==> src/rtl/pwm3_pkg.sv <==
package pwm3_pkg;

    parameter int unsigned CNT_W = 16;
    parameter int unsigned DT_W  = 8;
    parameter int unsigned N_PH  = 3;

    typedef logic [CNT_W-1:0] cnt_t;
    typedef logic [DT_W-1:0]  dt_t;

    typedef enum logic {
        SLOPE_UP   = 1'b0,
        SLOPE_DOWN = 1'b1
    } slope_e;

    // Values that reload together when the counter is at zero
    typedef struct packed {
        cnt_t period;
        cnt_t trig_dly;
        dt_t  dead;
    } tb_cfg_t;

    // Nominal high-side state of one leg
    function automatic logic nominal_high(cnt_t cnt, cnt_t duty, cnt_t period);
        if (duty == '0) begin
            return 1'b0;
        end
        if (duty >= period) begin
            return 1'b1;
        end
        return (cnt < duty);
    endfunction

    function automatic dt_t sat_inc(dt_t v);
        return (v == {DT_W{1'b1}}) ? v : v + dt_t'(1);
    endfunction

endpackage

==> src/rtl/pwm3_timebase.sv <==
module pwm3_timebase
    import pwm3_pkg::*;
(
    input  logic              clk,
    input  logic              rst,
    input  logic              enable,
    input  cnt_t              period_in,
    input  cnt_t              dly_in,
    input  dt_t               dead_in,
    input  cnt_t [N_PH-1:0]   duty_in,
    output cnt_t              cnt_o,
    output tb_cfg_t           cfg_o,
    output cnt_t [N_PH-1:0]   duty_o,
    output logic              peak_o
);

    cnt_t            cnt_q, cnt_n;
    slope_e          slope_q, slope_n;
    tb_cfg_t         cfg_q;
    cnt_t [N_PH-1:0] duty_q;

    always_comb begin
        cnt_n   = cnt_q;
        slope_n = slope_q;
        if (!enable || cfg_q.period == '0) begin
            cnt_n = '0;
        end else if (slope_q == SLOPE_UP) begin
            if (cnt_q >= cfg_q.period) begin
                cnt_n   = cnt_q - cnt_t'(1);
                slope_n = SLOPE_DOWN;
            end else begin
                cnt_n = cnt_q + cnt_t'(1);
            end
        end else begin
            cnt_n = cnt_q - cnt_t'(1);
        end
        if (cnt_n == '0) begin
            slope_n = SLOPE_UP;
        end
    end

    assign peak_o = enable && (slope_q == SLOPE_UP) && (cfg_q.period != '0)
                    && (cnt_q >= cfg_q.period);

    always_ff @(posedge clk) begin
        if (rst) begin
            cnt_q   <= '0;
            slope_q <= SLOPE_UP;
            cfg_q   <= '0;
            duty_q  <= '0;
        end else begin
            cnt_q   <= cnt_n;
            slope_q <= slope_n;
            if (cnt_n == '0) begin
                cfg_q  <= '{period: period_in, trig_dly: dly_in, dead: dead_in};
                duty_q <= duty_in;
            end
        end
    end

    assign cnt_o  = cnt_q;
    assign cfg_o  = cfg_q;
    assign duty_o = duty_q;

endmodule

==> src/rtl/pwm3_adc_sync.sv <==
module pwm3_adc_sync
    import pwm3_pkg::*;
(
    input  logic clk,
    input  logic rst,
    input  logic enable,
    input  logic peak_i,
    input  cnt_t dly_i,
    output logic trig_o
);

    cnt_t left_q;
    logic armed_q;
    logic fire;

    // A new peak restarts the delay and drops any pending countdown
    always_comb begin
        if (peak_i) begin
            fire = (dly_i == '0);
        end else begin
            fire = enable && armed_q && (left_q == cnt_t'(1));
        end
    end

    always_ff @(posedge clk) begin
        if (rst || !enable) begin
            armed_q <= 1'b0;
            left_q  <= '0;
            trig_o  <= 1'b0;
        end else begin
            trig_o <= fire;
            if (peak_i) begin
                armed_q <= (dly_i != '0);
                left_q  <= dly_i;
            end else if (armed_q) begin
                left_q <= left_q - cnt_t'(1);
                if (left_q == cnt_t'(1)) begin
                    armed_q <= 1'b0;
                end
            end
        end
    end

endmodule

==> src/rtl/pwm3_leg.sv <==
module pwm3_leg
    import pwm3_pkg::*;
(
    input  logic clk,
    input  logic rst,
    input  cnt_t cnt_i,
    input  cnt_t duty_i,
    input  cnt_t period_i,
    input  dt_t  dead_i,
    input  logic allow_i,
    output logic hi_o,
    output logic lo_o
);

    logic nom, nom_q, settled;
    dt_t  run_q, run_now;

    assign nom     = nominal_high(cnt_i, duty_i, period_i);
    // Clocks the nominal state has held, zero in the clock it changes
    assign run_now = (nom == nom_q) ? sat_inc(run_q) : '0;
    assign settled = (run_now >= dead_i);

    always_ff @(posedge clk) begin
        if (rst) begin
            nom_q <= 1'b0;
            run_q <= '0;
            hi_o  <= 1'b0;
            lo_o  <= 1'b0;
        end else begin
            nom_q <= nom;
            run_q <= run_now;
            hi_o  <= allow_i && nom && settled;
            lo_o  <= allow_i && !nom && settled;
        end
    end

endmodule

==> src/rtl/pwm3_gate_top.sv <==
module pwm3_gate_top
    import pwm3_pkg::*;
(
    input  logic                 clk,
    input  logic                 rst,
    input  logic                 enable,
    input  logic                 fault,
    input  logic                 hs_pchan,
    input  logic [CNT_W-1:0]     period,
    input  logic [CNT_W-1:0]     duty_a,
    input  logic [CNT_W-1:0]     duty_b,
    input  logic [CNT_W-1:0]     duty_c,
    input  logic [DT_W-1:0]      dead_cyc,
    input  logic [CNT_W-1:0]     trig_delay,
    output logic [N_PH-1:0]      gate_hi,
    output logic [N_PH-1:0]      gate_lo,
    output logic                 adc_trig
);

    cnt_t            cnt;
    tb_cfg_t         cfg;
    cnt_t [N_PH-1:0] duty_cmd;
    cnt_t [N_PH-1:0] duty_sh;
    logic            peak;
    logic            allow;
    logic [N_PH-1:0] hi_raw;
    logic [N_PH-1:0] lo_raw;

    assign duty_cmd = {duty_c, duty_b, duty_a};
    assign allow    = enable && !fault;

    pwm3_timebase tb_i (
        .clk       (clk),
        .rst       (rst),
        .enable    (enable),
        .period_in (period),
        .dly_in    (trig_delay),
        .dead_in   (dead_cyc),
        .duty_in   (duty_cmd),
        .cnt_o     (cnt),
        .cfg_o     (cfg),
        .duty_o    (duty_sh),
        .peak_o    (peak)
    );

    pwm3_adc_sync trig_i (
        .clk    (clk),
        .rst    (rst),
        .enable (enable),
        .peak_i (peak),
        .dly_i  (cfg.trig_dly),
        .trig_o (adc_trig)
    );

    for (genvar g = 0; g < N_PH; g++) begin : g_leg
        pwm3_leg leg_i (
            .clk      (clk),
            .rst      (rst),
            .cnt_i    (cnt),
            .duty_i   (duty_sh[g]),
            .period_i (cfg.period),
            .dead_i   (cfg.dead),
            .allow_i  (allow),
            .hi_o     (hi_raw[g]),
            .lo_o     (lo_raw[g])
        );
    end

    // P-channel high side conducts on a low gate level
    assign gate_hi = hi_raw ^ {N_PH{hs_pchan}};
    assign gate_lo = lo_raw;

endmodule

==> config.mk <==
export PLATFORM = sky130hd
export DESIGN_NAME = pwm3_gate_top
export DESIGN_NICKNAME = d
export VERILOG_FILES = /design/src/rtl/pwm3_pkg.sv /design/src/rtl/pwm3_timebase.sv /design/src/rtl/pwm3_adc_sync.sv /design/src/rtl/pwm3_leg.sv /design/src/rtl/pwm3_gate_top.sv
export SDC_FILE = /design/constraint.sdc
export NUM_CORES = 1
export LEC_CHECK = 0
export ABC_AREA = 1
export BUFFER_PORTS_ARGS = -buffer_cell sky130_fd_sc_hd__buf_2
export CAP_MARGIN = 40
export CORE_UTILIZATION = 41
export DETAILED_ROUTE_END_ITERATION = 10
export PLACE_DENSITY = 0.57
export SLEW_MARGIN = 5
export SYNTH_ARGS = -nofsm -noshare
export SYNTH_HDL_FRONTEND = slang
export SYNTH_SLANG_ARGS = --single-unit
export TNS_END_PERCENT = 5
==> constraint.sdc <==
create_clock -name clk -period 3.1 [get_ports clk]
set_input_delay 0.775 -clock clk [delete_from_list [all_inputs] [get_ports clk]]
set_output_delay 0.775 -clock clk [all_outputs]
set_load 0.01 [all_outputs]
==> impl_metrics.csv, run 1 <==
group,metric,value,unit
outcome,status,"finished, final reports clean",
grt,grt_pass1_vias,10165,
timing,fin_ws,0.05785,ns
setup_path,cp-end-kind,"register",
placed_design,dp_hpwl,25260,um
clock_network,hold_buffers,0,
setup_path,rrSetupSlack,0.06,ns
timing,finalSetupViolCount,0,
clock_network,htreeDepth,4,
synthesis,ys_seq_area_share,27.51,%
job,cap_viol_max_count,0,
setup_path,critPathArrivalTime,3.41,ns
timing,fin_crit_sh,98.13,%
placed_design,portBuffers,99,
floorplan,std_cell_rows,60,
floorplan,die_h,168.4,um
layout,drive_above_1_share,22.51,%
clock_network,cts_buffers,17,
setup_path,worstSetupPathType,"reg2reg",
synthesis,syn_avg_cell_area,6.612,um2
placed_design,place_congestion,0.9073,
layout,n_antenna_cell,0,
routing,wl_met3,1616,um
clock_network,clockRootBuffer,"clkbuf_16",
grt,grtUsageTotal,23.24,%
synthesis,dominantRegCellSynth,"dfxtp_1",
floorplan,dieArea,28360,um2
clock_network,clock_latency,0.44,ns
timing,clock.fmax,0.3287,GHz
setup_path,critPathLaunchType,"register",
floorplan,core,27030,um2
routing,drtPass1Iterations,5,
clock_network,cts_buffer_depth,2,
setup_path,worstPathMaxFanout,14,
grt,grt_max_degree,62,
clock_network,cts_tree,"yes",
routing,dr_wl_met2,15980,um
grt,grt_overflow_total,0,
routing,post-route-drc-count,0,
min_path,hold_class,"reg2reg",
synthesis,synth_top_cell_by_area,"dfxtp_1",
synthesis,synth-xor-area-share,3.626,%
synthesis,synth-compound-area-share,7.296,%
clock_network,cts.sinks,156,
routing,drtIter0Drc,725,
timing,rsz0062_at_grt,"yes",
routing,vias_per_cell,5.012,
synthesis,synth_nets,1950,
routing,wl_met1,17200,um
timing,hold_viol,0,
synthesis,synth_top_family_by_area,"simple AND/OR/NAND/NOR gates",
synthesis,ys_warn_count,0,
synthesis,async_flop_share,0,%
timing,period_needed,3.042,ns
layout,nNetsFinal,2157,
synthesis,netlist_top_cells_area,"dfxtp_1 (28%), ha_1 (15%), nand2_1 (9.9%), inv_1 (9.3%), nor2_1 (9.3%)",
layout,syn_to_final_growth,28.43,%
synthesis,synthSimpleGateAreaFrac,33.34,%
layout,n_fill_cell,2677,
grt,grt_pass1_wl,51960,um
routing,wl,35470,um
synthesis,ys_seq_elements,156,
synthesis,synth_enable_flop_cells,0,
setup_path,worstPathRequired,3.47,ns
synthesis,synth_cell_types,44,
timing,slew_viol_final,0,
timing,worst_slew_pin_slew,0.5998,ns
timing,clock-skew-final,0.01527,ns
routing,ant_nets,0,
synthesis,yosysTopAreaCellShare,27.51,%
synthesis,synthCells,1717,
clock_network,clk_pin_slew,0.07,ns
timing,slew_headroom,59.64,%
routing,top_layer,"met4",
floorplan,start_util,42.00,%
synthesis,synthAdderAreaFrac,15.43,%
routing,num_vias,11417,
routing,wl_per_cell,15.57,um
synthesis,syn_area,11350,um2
placed_design,place_ws,-0.1936,ns
floorplan,dieWidth,168.4,um
floorplan,ios,100,
grt,grt_antenna_before_repair,0,
synthesis,muxShareOfSynthArea,0,%
[state kept, by name, indices dropped and copies added, names as in the netlist, 3 cells and up]
signal and flops:
g_leg.leg_i.lo_o 3, tb_i.cfg_o 40, trig_i.left_q 16, tb_i.cnt_o 16
tb_i.duty_o 48, g_leg.leg_i.run_q 24, g_leg.leg_i.nom_q 3, g_leg.leg_i.hi_o 3
[through the flow]
step | util (%) | hold slack (ns) | cell area [um2] | setup TNS [ns] | instances
floorplan | - | 0.4521 | 11350 | 0 | 1717
global placement | 48.25 | 0.4639 | 13040 | -0.3531 | 2224
detailed placement | 48.25 | 0.4716 | 13040 | -0.7280 | 2224
CTS | 50.63 | 0.4880 | 13680 | 0 | 2258
global route | 53.94 | 0.4970 | 14580 | -1.306 | 2278
finish | 53.94 | 0.4752 | 14580 | 0 | 2278
[kinds of logic (layout without fill, tap and decap cells)]
group           Yosys count  count (layout)
buf+inv                 355             575
xor+xnor                 47              47
flops                   156             156
compound gates          154             154
simple gates            865             865
fa+ha+maj               140             140
[critical path: stages, from the launching register on]
cell and delay, ns:
dfxtp_2 0.34, inv_2 0.06, buf_6 0.13, ha_4 0.26, nand2_1 0.07, inv_2 0.06
nand3_1 0.08, nor2_2 0.20, nand2_2 0.13, nand3_4 0.14, clkbuf_16 0.16, nand2_1 0.06
nand3_2 0.11, buf_4 0.11, nand2_1 0.06, nor2_2 0.11, nand2_2 0.07, nor2_4 0.25
buf_12 0.20, buf_8 0.18, nor2_1 0.06, nor2_1 0.11
[layout make-up]
type / count / area [um2] / area share, %
multi-input combinational: 1206 / 7254 / 49.76
clock buffer: 18 / 439.2 / 3.012
inverter: 294 / 1111 / 7.621
timing repair buffer: 249 / 2014 / 13.82
sequential: 156 / 3159 / 21.67
tap: 341 / 426.7 / 2.927
clock inverter: 14 / 173.9 / 1.193
[Yosys cell counts, drive strengths merged, types with 2 or more instances]
master	n
a21oi	83
a31oi	4
buf	45
clkbuf	16
clkinv	2
dfxtp	156
ha	140
inv	292
nand2	301
nand3	170
nand3b	9
nand4	36
nor2	308
nor3	20
nor4	18
o2111ai	3
o211ai	6
o21a	2
o21ai	47
o22ai	4
o31ai	3
xnor2	9
xor2	38
[per-layer routing]
metal | up-vias | GRT usage, %
met2 | 299 | 37.20
met4 | 0 | 7.233
met1 | 5169 | 32.40
li1 | 5909 | -
met3 | 40 | 2.821
met5 | - | 0
[placed cells by master (no fill, tap or decap), drive strengths merged, types with 4 or more instances in the layout]
cell type / count
buf: 241
xor2: 38
inv: 299
nor2: 308
nand3: 170
nor4: 18
clkinv: 5
a31oi: 4
ha: 140
o211ai: 6
nand4: 36
dfxtp: 156
nand2: 301
o21ai: 47
nor3: 20
nand3b: 9
o22ai: 4
a21oi: 83
xnor2: 9
clkbuf: 26
[path summary, 6_finish.rpt]
kind                                             startpoint                           end  cells after the start
worst max-delay path            tb_i.cfg_o[35]$_SDFFE_PP0P_  tb_i.duty_o[20]$_SDFFE_PP0P_                     21
worst min-delay path            tb_i.cfg_o[27]$_SDFFE_PP0P_   tb_i.cfg_o[27]$_SDFFE_PP0P_                      2
worst max register to register  tb_i.cfg_o[35]$_SDFFE_PP0P_  tb_i.duty_o[20]$_SDFFE_PP0P_                     21
worst min register to register  tb_i.cfg_o[27]$_SDFFE_PP0P_   tb_i.cfg_o[27]$_SDFFE_PP0P_                      2
[what timing repair did]
| item | in CTS | in global routing |
|---|---|---|
| pin swaps | 9 | 45 |
| resized for setup | 11 | 129 |
| endpoints found under the setup margin | 9 | 95 |
| setup buffers | 2 | 10 |
| gates cloned | 0 | 12 |
Power of run 1 is not shown: default switching activity piles up to over one toggle a cycle in this logic, so the estimate is an artifact.
==> run 2: changes to the inputs <==
--- a/config.mk
+++ b/config.mk
@@ -11,6 +11,7 @@
 export CORE_UTILIZATION = 41
 export DETAILED_ROUTE_END_ITERATION = 10
 export PLACE_DENSITY = 0.57
+export REMOVE_ABC_BUFFERS = 1
 export SLEW_MARGIN = 5
 export SYNTH_ARGS = -nofsm -noshare
 export SYNTH_HDL_FRONTEND = slang
==> constraint.sdc (replaced) <==
create_clock -name clk -period 3.3 [get_ports clk]
set_input_delay 0.825 -clock clk [delete_from_list [all_inputs] [get_ports clk]]
set_output_delay 0.825 -clock clk [all_outputs]
set_load 0.01 [all_outputs]
==> run 2 against run 1 <==
Effect of this change: first-iteration DRC count decreased by 19%; clock skew about the same; wire length decreased by 15%; critical path depth decreased by 2; cell count decreased by 4.5%; sequential share of layout area increased by 2.4 points; die area unchanged; register-to-register slack improved by 0.19 ns; maximum frequency decreased by 0.24%; non-clock buffer count decreased by 102; largest cell class unchanged.
==> impl_metrics.csv, run 2 (synthesis results as in run 1) <==
group,metric,value,unit
grt,grtUsageTotal,21.78,%
timing,fin_crit_sh,92.41,%
setup_path,cp_slowest_cell,"dfxtp_1",
setup_path,slowest_delay,0.33,ns
clock_network,hold_buffers,0,
layout,final_common_cell,"nand2_1",
setup_path,worstPathMaxFanout,8,
outcome,status,"finished, final reports clean",
layout,n_antenna_cell,0,
clock_network,cts_buffer_depth,2,
layout,syn_to_final_growth,14.70,%
clock_network,cts_tree,"yes",
setup_path,critPathArrivalTime,3.38,ns
layout,mostFrequentLayoutCells,"nand2_1 (290), inv_1 (281), nor2_1 (277)",
placed_design,portBuffers,99,
floorplan,core,27030,um2
layout,n_fill_cell,2857,
job,cap_viol_max_count,0,
layout,nNetsFinal,2055,
layout,final_cells,2176,
setup_path,critPathTopFamily,"compound AO/OA/AOI/OAI gates",
clock_network,clockRootBuffer,"clkbuf_16",
layout,largest_register_ffs,48,
routing,wl,29990,um
grt,grt_max_degree,68,
floorplan,dieArea,28360,um2
clock_network,clock_latency,0.43,ns
layout,drive_above_1_share,13.57,%
timing,clock.fmax,0.3279,GHz
clock_network,cts_buffers,17,
clock_network,htreeDepth,4,
floorplan,dieWidth,168.4,um
grt,grt_antenna_before_repair,0,
setup_path,worstSetupPathType,"reg2reg",
floorplan,start_util,42.00,%
floorplan,die_h,168.4,um
clock_network,clk_pin_slew,0.07,ns
grt,grt_pass1_vias,9891,
timing,slew_viol_final,0,
routing,vias_per_cell,4.949,
placed_design,place_congestion,0.9066,
timing,period_needed,3.049,ns
routing,wl_per_cell,13.78,um
placed_design,dpl_cell_area,12360,um2
floorplan,std_cell_rows,60,
clock_network,cts.sinks,156,
setup_path,path_buf_inv,3,
timing,rsz0062_at_grt,"yes",
setup_path,worstPathRequired,3.63,ns
routing,ant_nets,0,
timing,fin_tns_setup,0,ns
layout,final_area,13020,um2
grt,grt_pass1_wl,49280,um
routing,drtIter0Drc,590,
timing,hold_viol,0,
setup_path,critPathLaunchType,"register",
setup_path,crit_top_cell,"a21oi_1",
routing,num_vias,10768,
grt,grt_overflow_total,0,
setup_path,path_cells,"inv_1, ha_1, a21oi_1, o21ai_0, a21oi_1, o21ai_0, a31oi_1, nand2_2, nand3b_1, buf_4, nand3b_1, inv_1, ha_1, a21oi_1, o21ai_1, nand2_1, o2111ai_1, nand2_1, nor2_1",
timing,finalSetupViolCount,0,
routing,drtPass1Iterations,5,
timing,clock-skew-final,0.01516,ns
timing,worst_slew_pin_slew,0.8541,ns
timing,slew_headroom,43.06,%
placed_design,dp.cells,2141,
setup_path,cp-end-kind,"register",
min_path,hold_class,"reg2reg",
routing,post-route-drc-count,0,
floorplan,ios,100,
placed_design,dp_hpwl,23350,um
[run 2: final cells by class]
class | count | area (um2) | area share [%]
clock buffer | 20 | 456.7 | 3.507
sequential | 156 | 3129 | 24.03
inverter | 294 | 1104 | 8.475
tap | 341 | 426.7 | 3.277
timing repair buffer | 147 | 943.4 | 7.245
clock inverter | 12 | 102.6 | 0.7879
multi-input combinational | 1206 | 6859 | 52.68
[run 2: final timing paths]
path                                     from                             end  slack, ns  depth (start not counted)
setup / recovery  tb_i.cfg_o[27]$_SDFFE_PP0P_  g_leg[2].leg_i.hi_o$_SDFF_PP0_       0.25                         19
hold / removal    tb_i.cfg_o[35]$_SDFFE_PP0P_     tb_i.cfg_o[35]$_SDFFE_PP0P_       0.48                          2
setup reg to reg  tb_i.cfg_o[27]$_SDFFE_PP0P_  g_leg[2].leg_i.hi_o$_SDFF_PP0_       0.25                         19
hold reg to reg   tb_i.cfg_o[35]$_SDFFE_PP0P_     tb_i.cfg_o[35]$_SDFFE_PP0P_       0.48                          2
[run 2: what timing repair did]
action | CTS | global route
setup endpoints to repair | 0 | 6
setup buffers | 0 | 3
gates resized for setup | 0 | 31
[run 2: per-layer routing]
| layer | GRT usage [%] | wire length, um | share of wire [%] |
|---|---|---|---|
| met5 | 0 | 0 | 0 |
| met4 | 6.166 | 566 | 1.9 |
| met3 | 3.902 | 1329 | 4.4 |
| met2 | 34.89 | 13260 | 44 |
| met1 | 29.82 | 14830 | 49 |
[run 2: worst min-delay path, cell delays in order, from the launching register on]
cell and delay (ns):
dfxtp_1 0.33, nor2_1 0.05, nor2_1 0.08
[run 2: stage by stage]
| stage | hold WS [ns] | utilization, % | worst slack [ns] |
|---|---|---|---|
| 2_1_floorplan | 0.4524 | - | -0.6326 |
| 3_3_place_gp | 0.4654 | 45.72 | 0.1408 |
| 3_5_place_dp | 0.4700 | 45.72 | 0.09339 |
| 4_1_cts | 0.4866 | 47.79 | 0.05652 |
| 5_1_grt | 0.5025 | 48.18 | -0.02350 |
| 6_report | 0.4823 | 48.18 | 0.2506 |
Power of run 2 is left out for the same reason.
